===== src/rtl/pit_pkg.sv =====
package pit_pkg;
  localparam int DATA_W  = 32;
  localparam int VAL_W   = 20;
  localparam int CNT_W   = DATA_W - VAL_W;
  localparam int EN_BIT  = 24;
  localparam int IEN_BIT = 25;
  localparam int PRESCALE = 16;

  localparam int OFF_CTRL   = 'h00;
  localparam int OFF_STATUS = 'h04;
  localparam int OFF_ACK    = 'h08;
  localparam int OFF_PEEK   = 'h0C;

  // bits of the control word that hold state
  function automatic logic [DATA_W-1:0] ctrl_mask();
    logic [DATA_W-1:0] m;
    m = '0;
    m[VAL_W-1:0] = '1;
    m[EN_BIT]    = 1'b1;
    m[IEN_BIT]   = 1'b1;
    return m;
  endfunction
endpackage


===== src/rtl/pit_prescaler.sv =====
module pit_prescaler #(
  parameter int DIV = 16
) (
  input  logic clk,
  input  logic rst_n,
  input  logic run,
  output logic tick
);
  localparam int W = (DIV > 1) ? $clog2(DIV) : 1;
  localparam logic [W-1:0] LAST = W'(DIV - 1);

  logic [W-1:0] phase_q;

  assign tick = run && (phase_q == LAST);

  always_ff @(posedge clk or negedge rst_n) begin
    if (!rst_n)        phase_q <= '0;
    else if (!run)     phase_q <= '0;
    else if (tick)     phase_q <= '0;
    else               phase_q <= phase_q + 1'b1;
  end
endmodule


===== src/rtl/pit_interval_ctr.sv =====
module pit_interval_ctr #(
  parameter int VAL_W = 20
) (
  input  logic             clk,
  input  logic             rst_n,
  input  logic             tick,
  input  logic [VAL_W-1:0] limit,
  output logic [VAL_W-1:0] value,
  output logic             wrap,
  output logic             busy
);
  logic [VAL_W-1:0] val_q;

  assign wrap  = tick && (val_q == limit);
  assign busy  = (val_q != '0);
  assign value = val_q;

  always_ff @(posedge clk or negedge rst_n) begin
    if (!rst_n)     val_q <= '0;
    else if (wrap)  val_q <= '0;
    else if (tick)  val_q <= val_q + 1'b1;
  end
endmodule


===== src/rtl/pit_period_ctr.sv =====
module pit_period_ctr #(
  parameter int CNT_W = 12
) (
  input  logic             clk,
  input  logic             rst_n,
  input  logic             wrap,
  input  logic             ack,
  output logic [CNT_W-1:0] count,
  output logic             flag
);
  logic [CNT_W-1:0] cnt_q;
  logic             flag_q;

  always_ff @(posedge clk or negedge rst_n) begin
    if (!rst_n) begin
      cnt_q  <= '0;
      flag_q <= 1'b0;
    end else begin
      if (ack)       cnt_q <= wrap ? CNT_W'(1) : '0;
      else if (wrap) cnt_q <= cnt_q + 1'b1;

      if (wrap)      flag_q <= 1'b1;
      else if (ack)  flag_q <= 1'b0;
    end
  end

  assign count = cnt_q;
  assign flag  = flag_q;
endmodule


===== src/rtl/pit_timer.sv =====
module pit_timer
  import pit_pkg::*;
#(
  parameter int ADDR_W = 8
) (
  input  logic              clk,
  input  logic              rst_n,
  input  logic [ADDR_W-1:0] addr,
  input  logic              wr_en,
  input  logic [DATA_W-1:0] wr_data,
  input  logic              rd_en,
  output logic [DATA_W-1:0] rd_data,
  output logic              irq
);
  localparam logic [DATA_W-1:0] MASK = ctrl_mask();

  logic [DATA_W-1:0] ctrl_q;
  logic [DATA_W-1:0] rd_q;
  logic              tick, wrap, busy, run, ack, status;
  logic              cnt_en, int_en;
  logic [VAL_W-1:0]  cur_val;
  logic [CNT_W-1:0]  per_cnt;

  logic sel_ctrl, sel_stat, sel_ack, sel_peek;
  assign sel_ctrl = (addr == ADDR_W'(OFF_CTRL));
  assign sel_stat = (addr == ADDR_W'(OFF_STATUS));
  assign sel_ack  = (addr == ADDR_W'(OFF_ACK));
  assign sel_peek = (addr == ADDR_W'(OFF_PEEK));

  assign cnt_en = ctrl_q[EN_BIT];
  assign int_en = ctrl_q[IEN_BIT];
  assign run    = cnt_en || busy;
  assign ack    = rd_en && sel_ack;

  always_ff @(posedge clk or negedge rst_n) begin
    if (!rst_n)                   ctrl_q <= '0;
    else if (wr_en && sel_ctrl)   ctrl_q <= wr_data & MASK;
  end

  pit_prescaler #(.DIV(PRESCALE)) u_presc (
    .clk(clk), .rst_n(rst_n), .run(run), .tick(tick)
  );

  pit_interval_ctr #(.VAL_W(VAL_W)) u_ival (
    .clk(clk), .rst_n(rst_n), .tick(tick), .limit(ctrl_q[VAL_W-1:0]),
    .value(cur_val), .wrap(wrap), .busy(busy)
  );

  pit_period_ctr #(.CNT_W(CNT_W)) u_per (
    .clk(clk), .rst_n(rst_n), .wrap(wrap), .ack(ack),
    .count(per_cnt), .flag(status)
  );

  logic [DATA_W-1:0] rd_mux;
  always_comb begin
    rd_mux = '0;
    if (sel_ctrl)                  rd_mux = ctrl_q;
    else if (sel_stat)             rd_mux = DATA_W'(status);
    else if (sel_ack || sel_peek)  rd_mux = {per_cnt, cur_val};
  end

  always_ff @(posedge clk or negedge rst_n) begin
    if (!rst_n)      rd_q <= '0;
    else if (rd_en)  rd_q <= rd_mux;
  end

  assign rd_data = rd_q;
  assign irq     = status && int_en;
endmodule


===== config.mk =====
export PLATFORM = sky130hd
export DESIGN_NAME = pit_timer
export DESIGN_NICKNAME = d
export VERILOG_FILES = /design/src/rtl/pit_pkg.sv /design/src/rtl/pit_prescaler.sv /design/src/rtl/pit_interval_ctr.sv /design/src/rtl/pit_period_ctr.sv /design/src/rtl/pit_timer.sv
export SDC_FILE = /design/constraint.sdc
export NUM_CORES = 1
export LEC_CHECK = 0
export ABC_AREA = 1
export BUFFER_PORTS_ARGS = -buffer_cell sky130_fd_sc_hd__buf_2
export CAP_MARGIN = 5
export CORE_ASPECT_RATIO = 1.25
export CORE_MARGIN = 2
export CORE_UTILIZATION = 34
export CTS_CLUSTER_DIAMETER = 60
export DETAILED_ROUTE_END_ITERATION = 10
export PLACE_DENSITY_LB_ADDON = 0.12
export SYNTH_ARGS = -nofsm -noshare
export SYNTH_HDL_FRONTEND = slang
export SYNTH_SLANG_ARGS = --single-unit

===== constraint.sdc =====
create_clock -name clk -period 2 [get_ports clk]
set_clock_uncertainty 0.05 [all_clocks]
set_input_delay 0.2 -clock clk [delete_from_list [all_inputs] [get_ports clk]]
set_output_delay 0.2 -clock clk [all_outputs]
set_load 0.02 [all_outputs]

After elaboration in Yosys (flattened, before gate mapping). Cells that the tools add are included.

Shifts and indexed selects: 0. Magnitude comparators: 0. Add/sub/neg operators: 3. Bitwise logic cells: 0. $mul: 0. Reduce and logical (&&, ||, !) cells: 11. Muxes and demuxes: 12. Equal/unequal tests: 5. Divide/modulo/power cells: 0.

Operators by type and width (number): $mux W32 (3); $mux W20 (2); $mux W12 (2); $add A20 B1 Y20 const B (1); $eq A20 B20 Y1 (1); $reduce_bool A20 Y1 (1); $eq A8 B4 Y1 const B (2); $add A12 B1 Y12 const B (1); $eq A8 B3 Y1 const B (1); $logic_not A8 Y1 (1); $mux W4 (2); $logic_and A1 B1 Y1 (5); $add A4 B1 Y4 const B (1); $eq A4 B4 Y1 const B (1); $reduce_bool A2 Y1 (2); $mux W1 (3); $logic_or A1 B1 Y1 (2).

Output and inout port bits: 33. RAM bits: 0. Memory bits (read-only): 0. Memories: 0. Flip-flop bits (word level): 91. Latch bits: 0.

Logic depth before layout (Yosys ltp).
Depth after elaboration: 6. Gate-level depth with buffers: 12. Gate-level depth less buffers: 11.

By module. From an unflattened synthesis, not the netlist that was laid out.

Cells, all modules: 752. Area, all modules: 5240.0 µm².

Modules (own cells, without submodules): pit_timer (seq. area each 1351.3 µm², area an instance 2539.9 µm², cells an instance 325, instances 1); pit_interval_ctr (seq. area each 500.5 µm², area an instance 1844.3 µm², cells an instance 325, instances 1); pit_period_ctr (seq. area each 325.3 µm², area an instance 675.6 µm², cells an instance 82, instances 1); pit_prescaler (seq. area each 100.1 µm², area an instance 180.2 µm², cells an instance 20, instances 1).

Least setup slack after synthesis. OpenSTA, ideal clock, no wires.

Path kind: reg2reg. Start: register u_ival.val_q[0] (netlist: u_ival.value[0]). End: register u_ival.val_q[10] (netlist: u_ival.value[10]). Stages on the path, launching flop included: 13. Buffers on the path: 2. Arrival: 1625 ps. Path slack: 260 ps. Required time: 1885 ps. Setup time: 65 ps. Path through: dfrtp_1 > buf_2 > inv_1 > ha_1 > nand2_1 > nor3_1 > nand3_2 > nand2_4 > inv_4 > nand3_4 > buf_4 > nand3_1 > nand2_1.

Cells in the longest elaborated chain, start to end: 5. Elaborated cells between the ends (all ways): 9. Classes of those cells: 1 x add/sub; 1 x eq/ne; 2 x mux; 5 x reduce/logical.

Ends and longest elaborated chain: start, declared (RTL line pit_interval_ctr.sv:12) `logic [VAL_W-1:0] val_q;`; start signal, assigned (RTL line pit_interval_ctr.sv:21) `else if (tick) val_q <= val_q + 1'b1;`; parallel branches: the longest is 5 deep, another holds $add A20 B1 Y20.

Parallel ways; which one is timed is not known. The select of a mux whose other input is x is not followed. A chain may end at the register's enable or synchronous reset.

Worst setup path after layout.
Start: register u_ival.val_q[0] (netlist: u_ival.value[0]). End: register u_per.cnt_q[0] (netlist: u_per.count[0]).

Cells in the longest elaborated chain, start to end: 6. Elaborated cells between the ends (all ways): 8. Classes of those cells: 1 x eq/ne; 2 x mux; 5 x reduce/logical.

Ends and longest elaborated chain: $reduce_bool A20 Y1 (RTL line pit_interval_ctr.sv:15) `assign busy = (val_q != '0);`; $logic_or A1 B1 Y1 (RTL line pit_timer.sv:32) `assign run = cnt_en || busy;`; $logic_and A1 B1 Y1 (RTL line pit_prescaler.sv:14) `assign tick = run && (phase_q == LAST);`; $logic_and A1 B1 Y1 (*) (RTL line pit_interval_ctr.sv:14) `assign wrap = tick && (val_q == limit);`; $mux W1 (RTL line pit_period_ctr.sv:19) `if (ack) cnt_q <= wrap ? CNT_W'(1) : '0;`; $mux W12 (RTL line pit_period_ctr.sv:19); end signal, assigned (RTL line pit_period_ctr.sv:19); end signal, assigned (RTL line pit_period_ctr.sv:20) `else if (wrap) cnt_q <= cnt_q + 1'b1;`; end, declared (RTL line pit_period_ctr.sv:11) `logic [CNT_W-1:0] cnt_q;`.

Every way passes the cells marked *; elsewhere a longest branch is shown, timed or not.

==> metrics.csv <==
metric;value;unit
number of fill cells in the layout;1536;
clk root buf;clkbuf_16;
Yosys top cell by area;dfrtp_1;
TritonCTS sink count;91;
reg2reg path depth;12;
RePlAce Congestion;0.856;
Clk Latency, worst-skew pair;0.36;ns
Std-Cell Rows;50;
drt drc;0;
Worst Path Buf+Inv;4;
CP Max Fanout;24;
RSZ-0062 raised after global routing;no;
Boundary Pins;77;
die width;114;microns
initial antenna violation count;0;
fin nets;825;
Max Cap Viol;0;
via count of the first global-routing pass;4799;
share of layout cells above drive strength 1;17.4;%
post-synthesis register bit count;91;
wire length per cell;15.5;microns
CP Capture Type;flip-flop;
final hold viol count;0;
Top FF cell, synth;dfrtp_1;
CORE AREA;14800;sq um
Synth area leaders;dfrtp_1 (45%), nand2_1 (16%), nand3_1 (7.7%);
Yosys top cell area share;44.6;%
Critical Path Max Stage Delay;0.39;ns
clock transition at the registers of the reported paths;0.08;ns
FFs w/ async S/R, synth;100;%
routed wire length;15.0;mm
GRT Overall Usage;19.7;%
PD cells;633;nW/um^2
fmax;0.552;GHz
startpoint types;flip-flop;
clock buffer depth;2;
Via density;4.90;
placed cells;947;
worst vdd rail ir drop;0.397;mV
final setup vio count;0;
drt pass-1 iters;4;
r2r startpoint;u_ival.value[0];
largest net degree at the start of global routing;40;
family with the most delay on the worst path;simple AND/OR/NAND/NOR gates;
Hold/Removal Path Class;primary input to flip-flop;
Worst Tran Pin Value;0.537;ns
cell with the biggest individual delay on the critical path;dfrtp_1;
Mapped Area;5110;sq um
grt ovf;0;
Cell variety after synth;32;
Leak Pwr;3.20;nW
first-pass GRT wire length;24.7;mm
DIE HEIGHT;141;microns
CP cell instances;inv_1 -> ha_1 -> nand2_1 -> nor3_2 -> nand3_2 -> nand2_4 -> inv_4 -> nand3_4 -> buf_12 -> nand2_1 -> nand2_1 -> inv_1;
Max-slew headroom;64.2;%
post-layout util;41.4;%
ant diodes;0;
required time worst endpoint;2.20;ns
register area;2280;sq um
critical path launch point;u_ival.value[0];
Area Overhead vs Synth;20.2;%
crit path to;u_per.count[0];
top cells by count, synth;nand2_1 (216), dfrtp_1 (91), nand3_1 (79);
Multi-input gate area;2380;sq um
vias post-DR;4719;
Final Non-Filler Cells;964;
Mapped Cells;695;
1st-iter DRT viols;242;
post-route setup slack;0.189;ns
Mapped Avg Cell Area;7.35;sq um
Pwr Total;3.89;mW
CTS H-tree lvls;3;
Critical Path Most Common Cell;nand2_1;
Sum Neg Setup Slack;0;ns
pre-CTS setup slack;0.0717;ns
sequential cell area fraction in the yosys report;44.6;%
count leader, synth;nand2_1;
reg2reg end;u_per.count[0];
total die area;16000;sq um
status;finished, final reports clean;
Num CTS Buffers;9;
Crit Path Class;flip-flop to flip-flop;
Slew Limit Fails;0;
Final Cycle Share;90.5;%
min Tclk post-route;1.81;ns
worst reg2reg setup slack;0.19;ns
EDFF count, synth;0;
Final HPWL DP;11.3;mm
WP data arrival;2.01;ns
IO buf count;66;
post-route ant nets;0;
critical path depth in cells;12;
syn nets;743;
CTS tree;yes;
YS warnings;0;
Initial Utilization;34.5;%
## cells by family after synthesis
| logic type | after synthesis | synth area share [%] |
|---|---|---|
| simple gates | 410 | 34.4 |
| flops | 91 | 44.6 |
| xor+xnor | 26 | 4.46 |
| buf+inv | 108 | 8.98 |
| compound gates | 56 | 6.59 |
| fa+ha+maj | 4 | 0.979 |
## worst min-delay path by stage
stage	start	end	slack, ns	depth (start not counted)
3_5_place_dp	rst_n	rd_data[20]	0.17	1
3_3_place_gp	rst_n	rd_data[20]	0.17	1
4_1_cts	wr_data[8]	ctrl_q[8]	0.02	3
6_report	wr_data[8]	ctrl_q[8]	0.03	3
5_1_grt	wr_data[3]	ctrl_q[3]	0.04	3
2_1_floorplan	rst_n	ctrl_q[0]	-0.15	0
## per-layer routing
layer	wire (microns)	global-route usage, %	up-vias
met4	346	6.48	0
li1	-	-	2372
met2	8070	36.2	74
met1	6170	22.9	2252
met3	373	3.70	21
met5	0	0	-
## through the flow
step,cell area (sq um),hold slack (ns)
2_1_floorplan,5110,-0.146
3_3_place_gp,5830,0.170
3_5_place_dp,5830,0.170
4_1_cts,6140,0.0200
5_1_grt,6140,0.0354
6_report,6140,0.0293
## placed cells by master (no fill, tap or decap), types with 3 or more instances in the layout
master,netlist,routed
dfrtp_1,91,91
o21ai_0,15,15
buf_2,20,65
buf_12,0,4
nor2_2,3,4
nand3_1,79,79
and2_1,3,3
nor3_1,11,10
xnor2_1,11,11
clkbuf_16,0,9
inv_1,66,66
ha_1,4,4
xor2_1,15,15
clkinvlp_4,0,3
o31ai_1,3,3
a21oi_1,19,19
nand2_1,216,216
nor2_1,75,74
nand4_1,17,17
o211ai_1,16,16
inv_2,5,5
buf_4,1,36
## cell type report
cell class	instances	area share, %
clock inverters	6	1.08
flip-flops and latches	91	37.1
clock buffers	10	3.73
well taps	182	3.71
inverters	73	4.50
multi-input cells	496	38.8
repair buffers	106	11.2
## worst min-delay path, stage by stage
cell,delay [ns]
buf_2,0.07
nand3_1,0.06
nand2_1,0.06
## what timing repair did
item,CTS,global route
gates resized for setup,0,2
hold endpoints to repair,37,0
hold buffers,1,0
setup buffers,0,0
endpoints found under the setup margin,0,22
## registers in the layout (all words and copies together) (netlist names)
name,count
u_ival.value,20
rd_data,32
u_per.flag,1
u_presc.phase_q,4
ctrl_q,22
u_per.count,12
## where the power goes
| part | switching (mW) | internal [mW] |
|---|---|---|
| Sequential | 0.0296 | 1.87 |
| Clock | 0.776 | 0.970 |
| Combinational | 0.155 | 0.0844 |
Note: power is estimated with default switching activity, not from simulation.
